`src/rtl/erfb_pkg.sv`:
```
`timescale 1ns/1ps
package erfb_pkg;

  // strobes from control to datapath, at most one sequence step per cycle
  typedef struct packed {
    logic latchIv;
    logic calcTarget;
    logic startLf;
    logic saveLf;
    logic startFs;
    logic commitIv;
    logic latchBwd;
    logic startVs;
    logic finishBwd;
    logic writeFwd;
  } strobe_t;

  typedef enum logic [3:0] {
    S_IDLE,
    S_IV_CALC,
    S_LF_START,
    S_LF_WAIT,
    S_FS_START,
    S_FS_WAIT,
    S_BW_START,
    S_BW_WAIT
  } state_t;

endpackage

```
`src/rtl/erfb_divider.sv`:
```
`timescale 1ns/1ps
module erfb_divider #(
  parameter int NUM_W = 40,
  parameter int DEN_W = 24
) (
  input  logic             clk,
  input  logic             rstN,
  input  logic             start,
  input  logic [NUM_W-1:0] dividend,
  input  logic [DEN_W-1:0] divisor,
  output logic             done,
  output logic [NUM_W-1:0] quotient
);
  localparam int CNT_W = $clog2(NUM_W + 1);

  logic             busy;
  logic [CNT_W-1:0] cnt;
  logic [DEN_W-1:0] rem;
  logic [DEN_W-1:0] den;
  logic [NUM_W-1:0] quo;
  logic [DEN_W:0]   trial;
  logic             fits;

  // restoring division; a zero divisor yields an all-ones quotient
  always_comb begin
    trial = {rem, quo[NUM_W-1]};
    fits  = trial >= {1'b0, den};
  end

  always_ff @(posedge clk or negedge rstN) begin
    if (!rstN) begin
      busy <= 1'b0;
      cnt  <= '0;
      rem  <= '0;
      den  <= '0;
      quo  <= '0;
      done <= 1'b0;
    end else if (start) begin
      busy <= 1'b1;
      cnt  <= CNT_W'(NUM_W);
      rem  <= '0;
      den  <= divisor;
      quo  <= dividend;
      done <= 1'b0;
    end else if (busy) begin
      rem  <= fits ? DEN_W'(trial - {1'b0, den}) : trial[DEN_W-1:0];
      quo  <= {quo[NUM_W-2:0], fits};
      cnt  <= cnt - CNT_W'(1);
      busy <= (cnt != CNT_W'(1));
      done <= (cnt == CNT_W'(1));
    end else begin
      done <= 1'b0;
    end
  end

  assign quotient = quo;

  // every division started is actually run
  p_start_busy_r4: assert property (@(posedge clk) disable iff (!rstN)
    start |=> busy);
  p_done_pulse_r8: assert property (@(posedge clk) disable iff (!rstN)
    done |=> !done);

endmodule

```
`src/rtl/erfb_ctrl.sv`:
```
`timescale 1ns/1ps
module erfb_ctrl
  import erfb_pkg::*;
(
  input  logic    clk,
  input  logic    rstN,
  input  logic    ivValid,
  input  logic    bwdValid,
  input  logic    fwdValid,
  input  logic    divDone,
  output logic    ivReady,
  output logic    bwdReady,
  output logic    fwdReady,
  output strobe_t st
);
  state_t state, nextState;
  logic   idle;

  assign idle     = (state == S_IDLE);
  assign ivReady  = idle;
  assign bwdReady = idle && !ivValid;
  assign fwdReady = idle && !ivValid && !bwdValid;

  always_comb begin
    st        = '0;
    nextState = state;
    case (state)
      S_IDLE: begin
        if (ivValid) begin
          st.latchIv = 1'b1;
          nextState  = S_IV_CALC;
        end else if (bwdValid) begin
          st.latchBwd = 1'b1;
          nextState   = S_BW_START;
        end else if (fwdValid) begin
          st.writeFwd = 1'b1;
        end
      end
      S_IV_CALC: begin
        st.calcTarget = 1'b1;
        nextState     = S_LF_START;
      end
      S_LF_START: begin
        st.startLf = 1'b1;
        nextState  = S_LF_WAIT;
      end
      S_LF_WAIT: begin
        if (divDone) begin
          st.saveLf = 1'b1;
          nextState = S_FS_START;
        end
      end
      S_FS_START: begin
        st.startFs = 1'b1;
        nextState  = S_FS_WAIT;
      end
      S_FS_WAIT: begin
        if (divDone) begin
          st.commitIv = 1'b1;
          nextState   = S_IDLE;
        end
      end
      S_BW_START: begin
        st.startVs = 1'b1;
        nextState  = S_BW_WAIT;
      end
      S_BW_WAIT: begin
        if (divDone) begin
          st.finishBwd = 1'b1;
          nextState    = S_IDLE;
        end
      end
      default: nextState = S_IDLE;
    endcase
  end

  always_ff @(posedge clk or negedge rstN) begin
    if (!rstN) state <= S_IDLE;
    else       state <= nextState;
  end

  // an accepted summary blocks every port in the following cycle
  p_busy_after_iv_r12: assert property (@(posedge clk) disable iff (!rstN)
    (ivValid && ivReady) |=> (!ivReady && !bwdReady && !fwdReady));
  // at most one request is taken per cycle
  p_single_accept_r12: assert property (@(posedge clk) disable iff (!rstN)
    $onehot0({ivValid && ivReady, bwdValid && bwdReady, fwdValid && fwdReady}));

endmodule

```
`src/rtl/erfb_datapath.sv`:
```
`timescale 1ns/1ps
module erfb_datapath
  import erfb_pkg::*;
#(
  parameter int RATE_W  = 24,
  parameter int LF_FRAC = 16,
  parameter int CNT_W   = 8,
  parameter int NUM_VC  = 16,
  parameter int ALPHA_Q = 52429,
  parameter int DELTA_Q = 6554
) (
  input  logic                       clk,
  input  logic                       rstN,
  input  strobe_t                    st,
  input  logic [RATE_W-1:0]          ivInCount,
  input  logic [RATE_W-1:0]          ivLinkCap,
  input  logic [RATE_W-1:0]          ivPrioCap,
  input  logic [LF_FRAC-1:0]         ivFraction,
  input  logic [CNT_W-1:0]           ivActive,
  input  logic [$clog2(NUM_VC)-1:0]  fwdVc,
  input  logic [RATE_W-1:0]          fwdCcr,
  input  logic [$clog2(NUM_VC)-1:0]  bwdVc,
  input  logic [RATE_W-1:0]          bwdEr,
  output logic                       divDone,
  output logic                       erValid,
  output logic [RATE_W-1:0]          erRate
);
  localparam int VC_W   = $clog2(NUM_VC);
  localparam int NUM_W  = RATE_W + LF_FRAC;
  localparam int ACC_W  = RATE_W + LF_FRAC + 2;
  localparam int PROD_W = RATE_W + LF_FRAC;
  localparam int W_ONE  = 1 << LF_FRAC;
  localparam logic [LF_FRAC:0]  A_K  = (LF_FRAC + 1)'(ALPHA_Q);
  localparam logic [LF_FRAC:0]  B_K  = (LF_FRAC + 1)'(W_ONE - ALPHA_Q);
  localparam logic [RATE_W-1:0] BAND = RATE_W'(W_ONE + DELTA_Q);
  localparam logic [RATE_W-1:0] RATE_MAX = '1;

  // latched interval summary
  logic [RATE_W-1:0]  inCntR, linkR, prioR;
  logic [LF_FRAC-1:0] fracR;
  logic [CNT_W-1:0]   activeR;
  // interval state
  logic [RATE_W-1:0]  emaIn, emaCap, target, lfNew, lf, fairShare, maxPrev, maxCur;
  // backward request state
  logic [RATE_W-1:0]  ccrR, cellErR;

  // per-connection rate table
  logic [RATE_W-1:0]  tabOut [NUM_VC];
  for (genvar g = 0; g < NUM_VC; g++) begin : g_tab
    logic [RATE_W-1:0] entry;
    always_ff @(posedge clk or negedge rstN) begin
      if (!rstN)
        entry <= '0;
      else if (st.writeFwd && fwdVc == VC_W'(g))
        entry <= fwdCcr;
    end
    assign tabOut[g] = entry;
  end

  // capacity, smoothing and target
  logic [RATE_W-1:0] totalCap, emaInNext, emaCapNext, targetNext;
  always_comb begin
    totalCap   = (linkR > prioR) ? (linkR - prioR) : '0;
    emaInNext  = RATE_W'((ACC_W'(A_K) * ACC_W'(inCntR) + ACC_W'(B_K) * ACC_W'(emaIn)) >> LF_FRAC);
    emaCapNext = RATE_W'((ACC_W'(A_K) * ACC_W'(totalCap) + ACC_W'(B_K) * ACC_W'(emaCap)) >> LF_FRAC);
    targetNext = RATE_W'((PROD_W'(emaCapNext) * PROD_W'(fracR)) >> LF_FRAC);
  end

  // shared divider and its operand selection
  logic             divStart;
  logic [NUM_W-1:0] dividend, quotient;
  logic [RATE_W-1:0] divisor, quoSat;
  always_comb begin
    divStart = st.startLf | st.startFs | st.startVs;
    if (st.startLf) begin
      dividend = {emaIn, LF_FRAC'(0)};
      divisor  = target;
    end else if (st.startFs) begin
      dividend = NUM_W'(target);
      divisor  = RATE_W'(activeR);
    end else begin
      dividend = {ccrR, LF_FRAC'(0)};
      divisor  = lf;
    end
    quoSat = (|quotient[NUM_W-1:RATE_W]) ? RATE_MAX : quotient[RATE_W-1:0];
  end

  erfb_divider #(.NUM_W(NUM_W), .DEN_W(RATE_W)) u_div (
    .clk     (clk),
    .rstN    (rstN),
    .start   (divStart),
    .dividend(dividend),
    .divisor (divisor),
    .done    (divDone),
    .quotient(quotient)
  );

  // rate selection for a backward request
  logic [RATE_W-1:0] fsNew, chosen, held, clamped;
  logic              hiBand;
  always_comb begin
    fsNew   = (activeR == '0) ? target : quoSat;
    hiBand  = lf > BAND;
    if (hiBand) chosen = (fairShare > quoSat) ? fairShare : quoSat;
    else        chosen = (maxPrev   > quoSat) ? maxPrev   : quoSat;
    held    = (chosen > fairShare && ccrR < fairShare) ? fairShare : chosen;
    clamped = (held < cellErR) ? held : cellErR;
    if (target < clamped) clamped = target;
  end

  always_ff @(posedge clk or negedge rstN) begin
    if (!rstN) begin
      inCntR    <= '0;
      linkR     <= '0;
      prioR     <= '0;
      fracR     <= '0;
      activeR   <= '0;
      emaIn     <= '0;
      emaCap    <= '0;
      target    <= '0;
      lfNew     <= '0;
      lf        <= '0;
      fairShare <= '0;
      maxPrev   <= '0;
      maxCur    <= '0;
      ccrR      <= '0;
      cellErR   <= '0;
      erValid   <= 1'b0;
      erRate    <= '0;
    end else begin
      erValid <= 1'b0;
      if (st.latchIv) begin
        inCntR  <= ivInCount;
        linkR   <= ivLinkCap;
        prioR   <= ivPrioCap;
        fracR   <= ivFraction;
        activeR <= ivActive;
      end
      if (st.calcTarget) begin
        emaIn  <= emaInNext;
        emaCap <= emaCapNext;
        target <= targetNext;
      end
      if (st.saveLf) lfNew <= quoSat;
      if (st.commitIv) begin
        lf        <= lfNew;
        fairShare <= fsNew;
        maxPrev   <= maxCur;
        maxCur    <= fsNew;
      end
      if (st.latchBwd) begin
        ccrR    <= tabOut[bwdVc];
        cellErR <= bwdEr;
      end
      if (st.finishBwd) begin
        if (chosen > maxCur) maxCur <= chosen;
        erRate  <= clamped;
        erValid <= 1'b1;
      end
    end
  end

  // returned rate respects both ceilings
  p_er_le_target_r11: assert property (@(posedge clk) disable iff (!rstN)
    erValid |-> (erRate <= target));
  p_er_le_cell_r11: assert property (@(posedge clk) disable iff (!rstN)
    erValid |-> (erRate <= cellErR));
  // the running maximum never drops below the fair share
  p_maxcur_ge_fs_r9: assert property (@(posedge clk) disable iff (!rstN)
    maxCur >= fairShare);
  // the interval roll-over hands the running maximum on
  p_rollover_r6: assert property (@(posedge clk) disable iff (!rstN)
    st.commitIv |=> (maxPrev == $past(maxCur)));

endmodule

```
`src/rtl/er_feedback_calc.sv`:
```
`timescale 1ns/1ps
module er_feedback_calc
  import erfb_pkg::*;
#(
  parameter int RATE_W  = 24,
  parameter int LF_FRAC = 16,
  parameter int CNT_W   = 8,
  parameter int NUM_VC  = 16,
  parameter int ALPHA_Q = 52429,
  parameter int DELTA_Q = 6554
) (
  input  logic                      clk,
  input  logic                      rstN,
  input  logic                      ivValid,
  output logic                      ivReady,
  input  logic [RATE_W-1:0]         ivInCount,
  input  logic [RATE_W-1:0]         ivLinkCap,
  input  logic [RATE_W-1:0]         ivPrioCap,
  input  logic [LF_FRAC-1:0]        ivFraction,
  input  logic [CNT_W-1:0]          ivActive,
  input  logic                      fwdValid,
  output logic                      fwdReady,
  input  logic [$clog2(NUM_VC)-1:0] fwdVc,
  input  logic [RATE_W-1:0]         fwdCcr,
  input  logic                      bwdValid,
  output logic                      bwdReady,
  input  logic [$clog2(NUM_VC)-1:0] bwdVc,
  input  logic [RATE_W-1:0]         bwdEr,
  output logic                      erValid,
  output logic [RATE_W-1:0]         erRate
);
  strobe_t st;
  logic    divDone;

  erfb_ctrl u_ctrl (
    .clk     (clk),
    .rstN    (rstN),
    .ivValid (ivValid),
    .bwdValid(bwdValid),
    .fwdValid(fwdValid),
    .divDone (divDone),
    .ivReady (ivReady),
    .bwdReady(bwdReady),
    .fwdReady(fwdReady),
    .st      (st)
  );

  erfb_datapath #(
    .RATE_W (RATE_W),
    .LF_FRAC(LF_FRAC),
    .CNT_W  (CNT_W),
    .NUM_VC (NUM_VC),
    .ALPHA_Q(ALPHA_Q),
    .DELTA_Q(DELTA_Q)
  ) u_dp (
    .clk       (clk),
    .rstN      (rstN),
    .st        (st),
    .ivInCount (ivInCount),
    .ivLinkCap (ivLinkCap),
    .ivPrioCap (ivPrioCap),
    .ivFraction(ivFraction),
    .ivActive  (ivActive),
    .fwdVc     (fwdVc),
    .fwdCcr    (fwdCcr),
    .bwdVc     (bwdVc),
    .bwdEr     (bwdEr),
    .divDone   (divDone),
    .erValid   (erValid),
    .erRate    (erRate)
  );

endmodule

```
`config.mk`:
```
export PLATFORM = sky130hd
export DESIGN_NAME = er_feedback_calc
export DESIGN_NICKNAME = d
export VERILOG_FILES = /design/src/rtl/erfb_pkg.sv /design/src/rtl/erfb_divider.sv /design/src/rtl/erfb_ctrl.sv /design/src/rtl/erfb_datapath.sv /design/src/rtl/er_feedback_calc.sv
export SDC_FILE = /design/constraint.sdc
export NUM_CORES = 2
export LEC_CHECK = 0
export BUFFER_PORTS_ARGS = -buffer_cell sky130_fd_sc_hd__buf_2
export CORE_AREA = 2 2 685 346
export DETAILED_ROUTE_END_ITERATION = 16
export DIE_AREA = 0 0 687 348
export PLACE_DENSITY = 0.55
export SLEW_MARGIN = 0
export SYNTH_ARGS = -nofsm -noshare
export SYNTH_HDL_FRONTEND = slang
export SYNTH_SLANG_ARGS = --single-unit
```
`constraint.sdc`:
```
create_clock -name clk -period 26.5 [get_ports clk]
set_input_delay 7.95 -clock clk [delete_from_list [all_inputs] [get_ports clk]]
set_output_delay 7.95 -clock clk [all_outputs]
set_load 0.01 [all_outputs]
```
[Word-level counts from Yosys, hierarchy flattened]
Cells that the tools add are included.
Cells by class
  magnitude comparators: 11
  multiplexer cells: 53
  reductions and logical operators: 28
  add/subtract/negate cells: 5
  $mul: 5
  bitwise logic cells: 3
  equal/unequal tests: 27
Operators by type and width (count)
  two-way mux 24 bit: 19
  two-way mux 40 bit: 4
  > comparator 24 bit: 5
  binary-select mux 24 bit (select 4 bit): 1
  adder 40 x 38 -> 40 bit: 2
  multiplier 16 x 24 -> 40 bit, first input constant: 2
  multiplier 14 x 24 -> 38 bit, first input constant: 2
  < comparator 24 bit: 3
  subtractor 24 bit: 2
  multiplier 24 x 16 -> 40 bit: 1
  == test 4 x 3 -> 1 bit, second input constant: 8
  == test 4 bit, second input constant: 8
  case mux 4 bit (7 select lines): 1
  greater-or-equal comparator 25 x 24 -> 1 bit: 1
  > comparator 24 x 17 -> 1 bit, second input constant: 1
  two-way mux 1 bit: 22
  logical AND 1 bit: 19
  == test 4 x 2 -> 1 bit, second input constant: 4
  two-way mux 4 bit: 4
  OR reduction 16 bit: 1
  two-way mux 6 bit: 2
  == test 4 x 1 -> 1 bit, second input constant: 2
  logical NOT 4 bit: 2
  logical NOT 8 bit: 1
  other kinds (12): 15
Storage, ports and cells
  register bits: 845
  word-level logic and storage cells: 172

[Depth between registers and ports, before layout]
  depth after elaboration: 12
  gate-level depth with buffers: 65
  mapped depth without buffers: 64

[Cells and area by module]
A second synthesis with hierarchy kept.
Unflattened totals
  cell total of the unflattened synthesis: 7492
  area total of the unflattened synthesis: 81719.6 um2
By module, submodules not included
  erfb_datapath: times used 1, area an instance 75756.4 um2, cells an instance 6834
  erfb_divider: times used 1, area an instance 5703.0 um2, cells an instance 627
  erfb_ctrl: times used 1, area an instance 260.2 um2, cells an instance 31

[Worst setup path before layout]
No wires, ideal clock.
  path kind: in2out
  start: input ivValid
  end: output fwdReady
  slack: 9.790 ns
  data arrival time: 8.760 ns
  stages on the path: 2
  cell sequence: nor4_1 -> nor2b_1
On the way
  longest elaborated chain between the ends: 3
RTL lines
  from (decl): RTL line er_feedback_calc.sv:14  | input logic ivValid,
  logical NOT 1 bit: RTL line erfb_ctrl.sv:22  | assign fwdReady = idle && !ivValid && !bwdValid;
  logical AND 1 bit (2 in series): RTL line erfb_ctrl.sv:22
  to (decl): RTL line er_feedback_calc.sv:22  | output logic fwdReady,
Every way passes these cells.

[Final worst setup path]
Same ends and word-level chain as after synthesis.

==> impl_metrics.tcl <==
set metrics [dict create \
    finalWirelength_um 255000 \
    worstPathArrival_ps 9130 \
    pre_cts_ws_ps 9280 \
    synth.top_cells.by_area "dfrtp_1 26%, fa_1 24%, ha_1 14%" \
    rsz0062_at_grt "no" \
    hold_path_class "reg2reg" \
    die_w_um 687 \
    die_h_um 348 \
    cts.sinks 844 \
    grt_max_degree 175 \
    ctsResizeCount 0 \
    rr_startpoint "u_dp.linkR[1]$_DFFE_PN0P_" \
    ys.flop_type "dfrtp_1" \
    synth_area_per_cell_um2 10.7 \
    status "completed" \
    syn-cell-area_um2 81200 \
    slew_headroom_pct 15.3 \
    yosys-top-cells-count "1432 x inv_1, 963 x fa_1, 890 x ha_1" \
    dp_hpwl_um 200000 \
    cts_tree "built" \
    synth_most_common_cell "inv_1" \
    fp-row-count 126 \
    syn2layout_area_growth_pct 9.46 \
    antenna_found_initial 21 \
    wl_per_cell_um 23.5 \
    grt_first_pass_wirelength_um 386000 \
    setup.worst_path.end_class "output pin" \
    yosysSeqAreaShare_pct 26.0 \
    cts_setup_buffers 0 \
    ff_latch_area_um2 21100 \
    gr-total-overflow 0 \
    post-route-min-period_ps 17080 \
    period_share_pct 64.5 \
    grt_usage_pct 21.5 \
    startpoint "ivValid" \
    vias_per_cell 5.18 \
    finalHoldViolCount 0 \
    final_util_pct 38.0 \
    numCtsBuffers 88 \
    cp_max_fo 4 \
    path_class "in2out" \
    yosysTopAreaCellShare_pct 26.0 \
    finClkSkew_ps 49.9 \
    clock_path_buffers 3 \
    synthCells 7563 \
    portBuffers 184 \
    synth_area_leader_cell "dfrtp_1" \
    setup.worst_path.end "fwdReady" \
    core_um2 234000 \
    synth-seq-cells 844 \
    powerDensity_nw_per_um2 30.7 \
    n_fill_cell 23000 \
    maxSlewViolCount 0 \
    cp-start-kind "input pin" \
    insertion_delay_ps 730 \
    synth_edf_count 0 \
    cts_hold_buf 0 \
    fin_ws_ps 9420 \
    drive_gt1_share_pct 15.2 \
    fmax_mhz 58.5 \
    grt_pass1_vias 57800 \
    h-tree-depth 3 \
    setup-tns-final_ps 0 \
    dieArea_um2 239000 \
    root_buffer "clkbuf_16" \
    syn_nets 9573 \
    async_flop_share_pct 100 \
    reg2regPathDepth 60 \
    finalSetupViolCount 0 \
    rrSetupSlack_ps 9630 \
    finalWeightedCongestion 0.950 \
    drtAntennaViolNets 0 \
    yosys_warnings 0 \
    cp.required_ps 18550 \
    drc_errors 0 \
    first_pass_iters 5 \
    first_iter_violations 4976 \
    tightest_slew_ps 1270 \
    pin_count 185 \
    nets 9651 \
    start_util_pct 34.7 \
    cts.clk_slew.worst_paths_ps 60 \
    power_leakage_nw 45.6 \
    num_vias 56300 \
    multi_input_area_um2 53700 \
    rr_endpoint "u_dp.target[21]$_DFFE_PN0P_" \
    peakVddDrop_uv 46.3 \
    cap_violations 0 \
    netlist-cell-type-count 95 \
]
==> cell type report <==
class	instances	area share, %
Antenna cell	4	0.0113
Multi-Input combinational cell	4986	60.3
Clock buffer	117	2.73
Clock inverter	46	0.723
Timing Repair Buffer	287	1.96
Inverter	1434	6.05
Tap cell	3136	4.41
Sequential cell	844	23.8
==> worst min-delay path by stage <==
stage                                       endpoint                       start  slack (ps)  cells after the start
after floorplan            u_dp.lfNew[0]$_DFFE_PN0P_   u_dp.lfNew[0]$_DFFE_PN0P_         450                      2
after global placement    u_dp.lfNew[19]$_DFFE_PN0P_  u_dp.lfNew[19]$_DFFE_PN0P_         460                      2
after detailed placement  u_dp.lfNew[16]$_DFFE_PN0P_  u_dp.lfNew[16]$_DFFE_PN0P_         470                      2
after CTS                 u_dp.lfNew[16]$_DFFE_PN0P_  u_dp.lfNew[16]$_DFFE_PN0P_         480                      2
after global routing      u_dp.lfNew[22]$_DFFE_PN0P_  u_dp.lfNew[22]$_DFFE_PN0P_         500                      2
final                     u_dp.lfNew[16]$_DFFE_PN0P_  u_dp.lfNew[16]$_DFFE_PN0P_         480                      2
==> metal layers <==
layer	routed length (µm)	track usage, %	up-vias
met1	132000	35.4	28900
li1	-	-	25100
met4	3600	3.10	2
met3	23900	5.58	210
met2	95200	28.0	2067
met5	13	0	-
==> worst max-delay path: stages <==
cell     delay [ps]
buf_2           110
nor4_1          390
nor2b_1         460
buf_2           220
==> sequential cells by signal (all words and copies together) (netlist names), 6 cells and up <==
register and count:
u_dp.g_tab.entry 384, u_dp.u_div.quotient 40, u_dp.ccrR 24, u_dp.cellErR 24, u_dp.emaCap 24, u_dp.emaIn 24
u_dp.erRate 24, u_dp.fairShare 24, u_dp.inCntR 24, u_dp.lfNew 24, u_dp.lf 24, u_dp.linkR 24
u_dp.maxCur 24, u_dp.maxPrev 24, u_dp.prioR 24, u_dp.target 24, u_dp.u_div.den 24, u_dp.u_div.rem 24
u_dp.fracR 16, u_dp.activeR 8, u_dp.u_div.cnt 6
==> layout by cell type, fill, tap and decap left out, types with 77 or more instances in the layout <==
cell,netlist,final
a21o_1,138,138
a21oi_1,240,239
and2_1,158,157
buf_2,12,181
buf_4,3,101
clkbuf_16,0,88
dfrtp_1,844,841
fa_1,963,963
ha_1,890,890
inv_1,1432,1432
mux2_2,566,566
mux2i_1,77,77
mux4_2,120,120
nand2_1,547,545
nor2_1,221,219
nor3_1,79,77
o21ai_0,235,234
==> where the power goes <==
part           switching, mW  leakage, nW  internal (mW)
clock                  0.608         1.49          0.747
combinational         0.0604         32.6         0.0240
sequential           0.00280         11.5           1.29
==> through the flow <==
step	power (mW)	hold slack, ps	instances	instance area, µm²
2_1_floorplan	1.35	446	7563	81200
3_3_place_gp	1.40	462	10700	85800
4_1_cts	2.78	481	10900	88900
3_5_place_dp	1.41	467	10700	85800
5_1_grt	2.84	504	10900	88900
6_report	2.73	476	10900	88900
==> logic make-up after synthesis <==
group | count (synthesis) | share of synthesized area (%)
compound gates | 986 | 7.78
simple gates | 1272 | 7.35
buf+inv | 1733 | 8.08
flops | 844 | 26.0
xor+xnor | 112 | 1.23
mux | 763 | 12.1
fa+ha+maj | 1853 | 37.4
Note: power is estimated with default switching activity, not from simulation.
